--- config.mk ---
export PLATFORM = sky130hd
export DESIGN_NAME = ramp_capture
export DESIGN_NICKNAME = d
export VERILOG_FILES = /design/src/rtl/rc_pkg.sv /design/src/rtl/rc_sync2.sv /design/src/rtl/rc_prescaler.sv /design/src/rtl/rc_step_counter.sv /design/src/rtl/ramp_capture.sv
export SDC_FILE = /design/constraint.sdc
export NUM_CORES = 1
export LEC_CHECK = 0
export ABC_AREA = 1
export BUFFER_PORTS_ARGS = -buffer_cell sky130_fd_sc_hd__clkbuf_2
export CORE_AREA = 3 3 40 42
export DETAILED_ROUTE_END_ITERATION = 8
export DIE_AREA = 0 0 43 45
export GPL_TIMING_DRIVEN = 0
export PLACE_DENSITY = 0.73
export SLEW_MARGIN = 15
export SYNTH_ARGS = -nofsm -noshare
export SYNTH_HDL_FRONTEND = slang
export SYNTH_HIERARCHICAL = 1
export SYNTH_SLANG_ARGS = --single-unit
--- constraint.sdc ---
create_clock -name clk -period 2.5 [get_ports clk]
set_input_delay 0.125 -clock clk [delete_from_list [all_inputs] [get_ports clk]]
set_output_delay 0.125 -clock clk [all_outputs]
set_load 0.02 [all_outputs]
--- src/rtl/rc_pkg.sv ---
// Package: shared types for the counter-DAC threshold capture block.
package rc_pkg;
    // Capture sequencer states
    typedef enum logic [1:0] {
        ST_IDLE = 2'd0,
        ST_RUN  = 2'd1,
        ST_HOLD = 2'd2
    } rc_state_t;
endpackage

--- src/rtl/rc_sync2.sv ---
// rc_sync2: two-flop synchronizer for one asynchronous level input.
// Assumes the input is a slow level, so that a latency of two cycles is acceptable.
module rc_sync2 (
    input  logic clk,
    input  logic rst_n,
    input  logic async_i,
    output logic sync_o
);
    logic meta_q;
    logic sync_q;

    // Shift the asynchronous level through two flops
    always_ff @(posedge clk) begin
        if (!rst_n) begin
            meta_q <= 1'b0;
            sync_q <= 1'b0;
        end else begin
            meta_q <= async_i;
            sync_q <= meta_q;
        end
    end

    assign sync_o = sync_q;
endmodule

--- src/rtl/rc_prescaler.sv ---
// rc_prescaler: produces a one-cycle tick every DIV cycles while run_i is high.
// Assumes DIV >= 2. The phase restarts at zero whenever run_i is low.
module rc_prescaler #(
    parameter int DIV = 4
) (
    input  logic clk,
    input  logic rst_n,
    input  logic run_i,
    output logic tick_o
);
    localparam int PW = (DIV > 1) ? $clog2(DIV) : 1;
    localparam logic [PW-1:0] LAST = PW'(DIV - 1);

    logic [PW-1:0] phase_q;

    // Advance the phase while running, wrap at LAST, and hold zero while idle
    always_ff @(posedge clk) begin
        if (!rst_n || !run_i) begin
            phase_q <= '0;
        end else if (phase_q == LAST) begin
            phase_q <= '0;
        end else begin
            phase_q <= phase_q + 1'b1;
        end
    end

    assign tick_o = run_i && (phase_q == LAST);

    // Ticks are spaced by at least two cycles
    assert_tick_spacing_R2: assert property (@(posedge clk) disable iff (!rst_n)
        tick_o |=> !tick_o);
endmodule

--- src/rtl/rc_step_counter.sv ---
// rc_step_counter: DAC code counter with synchronous clear and single-step increment.
// Assumes the caller never increments at full scale; at_max_o reports full scale.
module rc_step_counter #(
    parameter int CODE_W = 6
) (
    input  logic              clk,
    input  logic              rst_n,
    input  logic              clr_i,
    input  logic              inc_i,
    output logic [CODE_W-1:0] code_o,
    output logic              at_max_o
);
    localparam logic [CODE_W-1:0] FULL = {CODE_W{1'b1}};

    logic [CODE_W-1:0] code_q;

    // Clear has priority, then a single step up
    always_ff @(posedge clk) begin
        if (!rst_n || clr_i) begin
            code_q <= '0;
        end else if (inc_i) begin
            code_q <= code_q + 1'b1;
        end
    end

    assign code_o   = code_q;
    assign at_max_o = (code_q == FULL);

    // The code only steps by one or returns to zero, and never wraps
    assert_step_by_one_R2: assert property (@(posedge clk) disable iff (!rst_n)
        (code_q == $past(code_q)) || (code_q == $past(code_q) + 1'b1) || (code_q == '0));
    assert_no_wrap_R5: assert property (@(posedge clk) disable iff (!rst_n)
        ($past(code_q) == FULL) |-> (code_q == FULL || code_q == '0));
endmodule

--- src/rtl/ramp_capture.sv ---
// ramp_capture: steps a DAC code upward until the synchronized comparator trips,
// then freezes the code and raises done. Supply loss clears the code and done.
// Assumes TICK_DIV >= 3, so that a code change reaches the synchronizer output
// before the next step is evaluated.
module ramp_capture #(
    parameter int CODE_W   = 6,
    parameter int TICK_DIV = 4
) (
    input  logic              clk,
    input  logic              rst_n,
    input  logic              start_i,
    input  logic              supply_ok_i,
    input  logic              cmp_raw_i,
    output logic [CODE_W-1:0] code_o,
    output logic              done_o
);
    import rc_pkg::*;

    rc_state_t state_q;
    logic      cmp_s;
    logic      tick;
    logic      at_max;
    logic      cnt_clr;
    logic      cnt_inc;
    logic      running;

    rc_sync2 i_sync (
        .clk     (clk),
        .rst_n   (rst_n),
        .async_i (cmp_raw_i),
        .sync_o  (cmp_s)
    );

    rc_prescaler #(.DIV(TICK_DIV)) i_presc (
        .clk    (clk),
        .rst_n  (rst_n),
        .run_i  (running),
        .tick_o (tick)
    );

    rc_step_counter #(.CODE_W(CODE_W)) i_cnt (
        .clk      (clk),
        .rst_n    (rst_n),
        .clr_i    (cnt_clr),
        .inc_i    (cnt_inc),
        .code_o   (code_o),
        .at_max_o (at_max)
    );

    // Capture sequencer: idle -> run on start, run -> hold on trip or full scale
    always_ff @(posedge clk) begin
        if (!rst_n || !supply_ok_i) begin
            state_q <= ST_IDLE;
        end else begin
            case (state_q)
                ST_IDLE: if (start_i) state_q <= ST_RUN;
                ST_RUN:  if (tick && (cmp_s || at_max)) state_q <= ST_HOLD;
                ST_HOLD: state_q <= ST_HOLD;
                default: state_q <= ST_IDLE;
            endcase
        end
    end

    // Counter control: clear when idle or unpowered, step on a tick with no trip
    always_comb begin
        running = (state_q == ST_RUN);
        cnt_clr = !supply_ok_i || (state_q == ST_IDLE);
        cnt_inc = running && tick && !cmp_s && !at_max;
    end

    assign done_o = (state_q == ST_HOLD);

    // Supply loss clears code and done at the next edge
    assert_supply_clear_R7: assert property (@(posedge clk) disable iff (!rst_n)
        !supply_ok_i |=> (code_o == '0 && !done_o));
    // A held code stays frozen while done remains high
    assert_hold_frozen_R6: assert property (@(posedge clk) disable iff (!rst_n)
        (done_o && $past(done_o)) |-> $stable(code_o));
    // Done rises only out of an active capture
    assert_done_from_run_R3: assert property (@(posedge clk) disable iff (!rst_n)
        $rose(done_o) |-> ($past(state_q) == ST_RUN));
    // The count moves only while a capture runs
    assert_count_only_running_R6: assert property (@(posedge clk) disable iff (!rst_n)
        (code_o != $past(code_o) && code_o != '0) |-> ($past(state_q) == ST_RUN));
endmodule

---- Word-level counts from Yosys, hierarchy flattened ----
Index checks and enable logic that the tools add are counted.
W data, S select, Z words.
operators by class
  add/sub/neg operators ................... 2
  $mul .................................... 0
  divide/modulo/power cells ............... 0
  magnitude comparators ................... 0
  equality and inequality tests ........... 6
  shifts and indexed selects .............. 0
  mux-type cells .......................... 3
  bitwise operators ....................... 0
  reduce and logical (&&, ||, !) cells .... 18
operator list
  cell                   count
  $add A6 B1 Y6 const B  1
  $eq A6 B6 Y1 const B   1
  $pmux W2 S3            1
  $logic_and A1 B1 Y1    5
  $logic_not A1 Y1       5
  $logic_or A1 B1 Y1     5
  $eq A2 B2 Y1 const B   2
  $mux W2                2
  $ne A2 B2 Y1 const B   2
  $add A2 B1 Y2 const B  1
  $eq A2 B1 Y1 const B   1
  $logic_not A2 Y1       1
  $reduce_and A2 Y1      1
  $reduce_or A2 Y1       1
storage, ports and cells
  register bits ........................... 12
  bits in latches ......................... 0
  memory bits (writable) .................. 0
  ROM bits ................................ 0
  output and inout port bits .............. 7
  logic and storage cells ................. 34
  memories kept ........................... 0

---- Depth between registers and ports, before layout ----
  word-level depth ........................ 5
  depth in mapped cells ................... 11

---- Cells and area by module ----
The synthesis kept the hierarchy.
modules (own cells, without submodules)
  module           instances  cells each  area each (µm²)  seq. area each (µm²)
  rc_step_counter  1          38          271.5            120.1
  ramp_capture     1          33          217.7            40.0
  rc_prescaler     1          10          85.1             40.0
  rc_sync2         1          6           55.1             40.0

---- Worst setup path before layout ----
Ideal clock, no wire load.
  path type ............................... register -> register
  start point ............................. register i_cnt.code_q[0] (netlist: i_cnt/code_o[0])
  end point ............................... register i_cnt.code_q[5] (netlist: i_cnt/code_o[5])
  library setup time ...................... 0.115 ns
  arrival ................................. 1.494 ns
  data required time ...................... 2.385 ns
  slack ................................... 0.891 ns
  stages on the path, launching flop included .. 12
  path buffers ............................ 0
  cell sequence ........................... dfxtp_1 -> ha_1 -> nand3_1 -> nor2_1 -> inv_1 -> nand3_2 -> nor2_1 -> nand2_1 -> nor2_4 -> nand3_1 -> nand2_1 -> nor2_1
between the ends
  cells in the longest elaborated chain, start to end .. 3
ends and longest elaborated chain
  what                    RTL line               text
  from (decl)             rc_step_counter.sv:15  logic [CODE_W-1:0] code_q;
  from (signal assigned)  rc_step_counter.sv:22  code_q <= code_q + 1'b1;
  $eq A6 B6 Y1            rc_step_counter.sv:27  assign at_max_o = (code_q == FULL);
  net at_max              ramp_capture.sv:22     logic at_max;
  $logic_not A1 Y1        ramp_capture.sv:68     cnt_inc = running && tick && !cmp_s && !at_max;
  $logic_and A1 B1 Y1     ramp_capture.sv:68
  net cnt_inc             ramp_capture.sv:24     logic cnt_inc;
The timed path passes the listed nets, and every way through them passes these cells.
A chain may end at the register's enable or synchronous reset.

---- Worst setup path in the final report ----
  start point ............................. register state_q[1]
  end point ............................... register i_cnt.code_q[5] (netlist: i_cnt/code_o[5])
between the ends
  cells in the longest elaborated chain, start to end .. 5
ends and longest elaborated chain
  what                               RTL line            text
  from (decl)                        ramp_capture.sv:19  rc_state_t state_q;
  from (signal assigned)             ramp_capture.sv:53  state_q <= ST_IDLE;
  from (signal assigned)             ramp_capture.sv:56  ST_IDLE: if (start_i) state_q <= ST_RUN;
  from (signal assigned)             ramp_capture.sv:57  ST_RUN: if (tick && (cmp_s || at_max)) state_q <= ST_HOLD;
  $eq A2 B1 Y1                       ramp_capture.sv:66  running = (state_q == ST_RUN);
  net running                        ramp_capture.sv:25  logic running;
  $logic_and A1 B1 Y1                rc_prescaler.sv:27  assign tick_o = run_i && (phase_q == LAST);
  net tick                           ramp_capture.sv:21  logic tick;
  $logic_and A1 B1 Y1 (3 in series)  ramp_capture.sv:68
  net cnt_inc                        ramp_capture.sv:24
The timed path passes the listed nets, and every way through them passes these cells.

==> impl_results.md <==
- Min Tclk post-route: 1740 ps
- Clock Pin Slew Worst Setup and Hold Paths: 80 ps
- Core area: 1280 um2
- CP top delay family: simple AND/OR/NAND/NOR gates
- I/O pin cnt: 12
- TritonCTS buffer count: 3
- Clock Latency Late Sink: 280 ps
- Area of the mapped netlist: 629 um2
- Layout area overhead: 17.5%
- Vias: 541
- Commonest non-fill, non-tap cell in the layout: inv_1
- Std-Cell Rows: 13
- Grt ovf: 0
- Final Max Tran Viols: 0
- DRC: 0
- Worst vdd ir: 0.264 mV
- Clock sinks: 12
- Crit path cell chain: inv_1 > ha_1 > nand2_1 > inv_1 > inv_1 > nor2_1 > nand2_1 > nor2_4 > nand3_1 > nand2_1 > nor2_1
- Setup bufs post-CTS: 0
- Worst min-delay path class: input pin to register
- P_leak: 0.366 nW
- Initial antenna violation count: 0
- Clock Power Share: 38.6%
- Worst Path Arrival: 1910 ps
- First-pass GRT wire length: 1790 um
- Vias in the first global route: 445
- Worst Max-Slew Pin Slew: 331 ps
- All-Layer GR Usage: 13.0%
- Finish-stage setup viols: 0
- CP peak stage delay: 330 ps
- FMAX: 576 MHz
- Combinational Power Share: 12.8%
- Die H: 45 um
- N_diodes: 0
- Routed Antenna Nets: 0
- Syn avg cell area: 7.23 um2
- #FFs+latches synth: 12
- Kind of start point of the critical path: register
- DP Wirelength: 811 um
- Hold buffer count at CTS: 0
- Required time worst endpoint: 2680 ps
- Share of cells above drive strength 1: 22.5%
- Iter 0 DRT Violations: 7
- RSZ-0062 raised after global routing: no
- Cts repair resizes: 0
- Crit path from: state_q[1]
- Final-report hold violation count: 0
- Drt total wl: 1050 um
- First-pass DRT Iterations: 4
- Starting Density: 49.0%
- Drt wl/cell: 8.97 um
- Cell area power density: 553 nW/um2
- Vias/cell: 4.62
- Top fanout value on the critical path: 6
- Fin crit share: 69.4%
- Die Area: 1940 um2
- Crit path max-delay cell type: dfxtp_1
- Syn nets: 98
- Yosys warns: 6
- CP Capture Type: register
- Layout fillers: 124
- Post-synthesis sequential area ratio: 38.2%
- Most frequent cells in the layout: inv_1, nand2_1, nor2_1, dfxtp_1, clkbuf_2
- Largest net degree at the start of global routing: 8
- Synth unique cells: 14
- Psw: 0.000103 W
- I/O Buffers: 11
- CTS tree: yes
- Nets@finish: 114
- Slew headroom: 77.8%
- Crit path buffers/inverters: 3
- H-tree Lvls: 1
- CTS root buffer: clkbuf_4
- Mapped Cells: 87
- Core Util, Final: 57.5%
- Outcome: finished clean
- Worst Clk Skew: 0.413 ps
- Setup TNS Final: 0 ps
- CTS max path bufs: 2
- Max cap viols: 0
- Gp weighted congestion: 0.732
- Crit Reg-Reg Startpoint: state_q[1]
- Switch share: 25.2%
- Flop pwr share: 48.6%
- Crit Path Class: register to register
- Min-Delay Startpoint: cmp_raw_i
- Int Power: 0.000306 W
- Width of the die: 43 um
-- per-layer routing --
layer  GRT usage, %  wire [um]  vias up
met5              0          0        -
met4           10.8         25        0
met3           5.18         49        4
met2           17.7        460       10
met1           16.1        515      235
li1               -          -      292
-- sequential cells by signal (all words and copies together), names as in the netlist --
name / count
i_presc/phase_q: 2
i_cnt/code_o: 6
i_sync/sync_o: 1
i_sync/meta_q: 1
state_q: 2
-- worst min-delay path, cell delays in order --
cell and delay, ps:
clkbuf_2 70, nand2_1 40, inv_1 40
-- path summary, 6_finish.rpt --
| check | endpoint | slack, ps | depth (start not counted) |
|---|---|---|---|
| max reg2reg | i_cnt/code_o[5] | 760 | 11 |
| max | i_cnt/code_o[5] | 760 | 11 |
| min reg2reg | i_presc/phase_q[0] | 420 | 1 |
| min | i_sync/meta_q | 20 | 3 |
-- cell usage after synthesis --
cell type,count,share of area [%]
o21ai_0,3,2.4
nand3_2,2,3.2
a21oi_1,5,4.0
nand3_1,2,1.6
ha_1,6,12
nand2_2,2,2.0
nor2_4,1,1.8
nand2_4,1,1.8
nand4_1,2,2.0
nor2_2,2,2.0
nand2_1,16,9.5
inv_1,20,12
nor2_1,13,7.8
dfxtp_1,12,38
-- final cells by class --
cell class                      instances  area [um2]  area share (%)
Multi-Input combinational cell         55         314            42.5
Sequential cell                        12         240            32.5
Inverter                               20        75.1            10.2
Timing Repair Buffer                   11        55.1            7.45
Clock buffer                            4        36.3            4.91
Tap cell                               15        18.8            2.54
-- logic make-up after synthesis --
logic type / share of synthesized area (%)
adders and majority gates: 11.9
AOI/OAI and AO/OA: 6.36
buffers and inverters: 11.9
and+or+nand+nor: 31.6
DFF: 38.2
-- power groups by stage --
stage,logic (W),registers (W),clock network (W)
after floorplan,0.0000413,0.000203,0
after global placement,0.0000512,0.000203,0
after detailed placement,0.0000525,0.000203,0
after CTS,0.0000532,0.000199,0.000163
after global routing,0.0000605,0.000199,0.000176
final,0.0000524,0.000199,0.000158
-- per-stage QoR --
step	hold WS, ps	instance area (um2)	total power (W)	setup slack, ps	instances
floorplan	218	629	0.000244	891	87
global placement	304	703	0.000254	826	113
detailed placement	311	703	0.000256	773	113
CTS	17.3	739	0.000415	759	117
global route	29.1	739	0.000436	592	117
finish	20.4	739	0.000409	765	117
No activity file was read; power rests on OpenSTA's default activity.
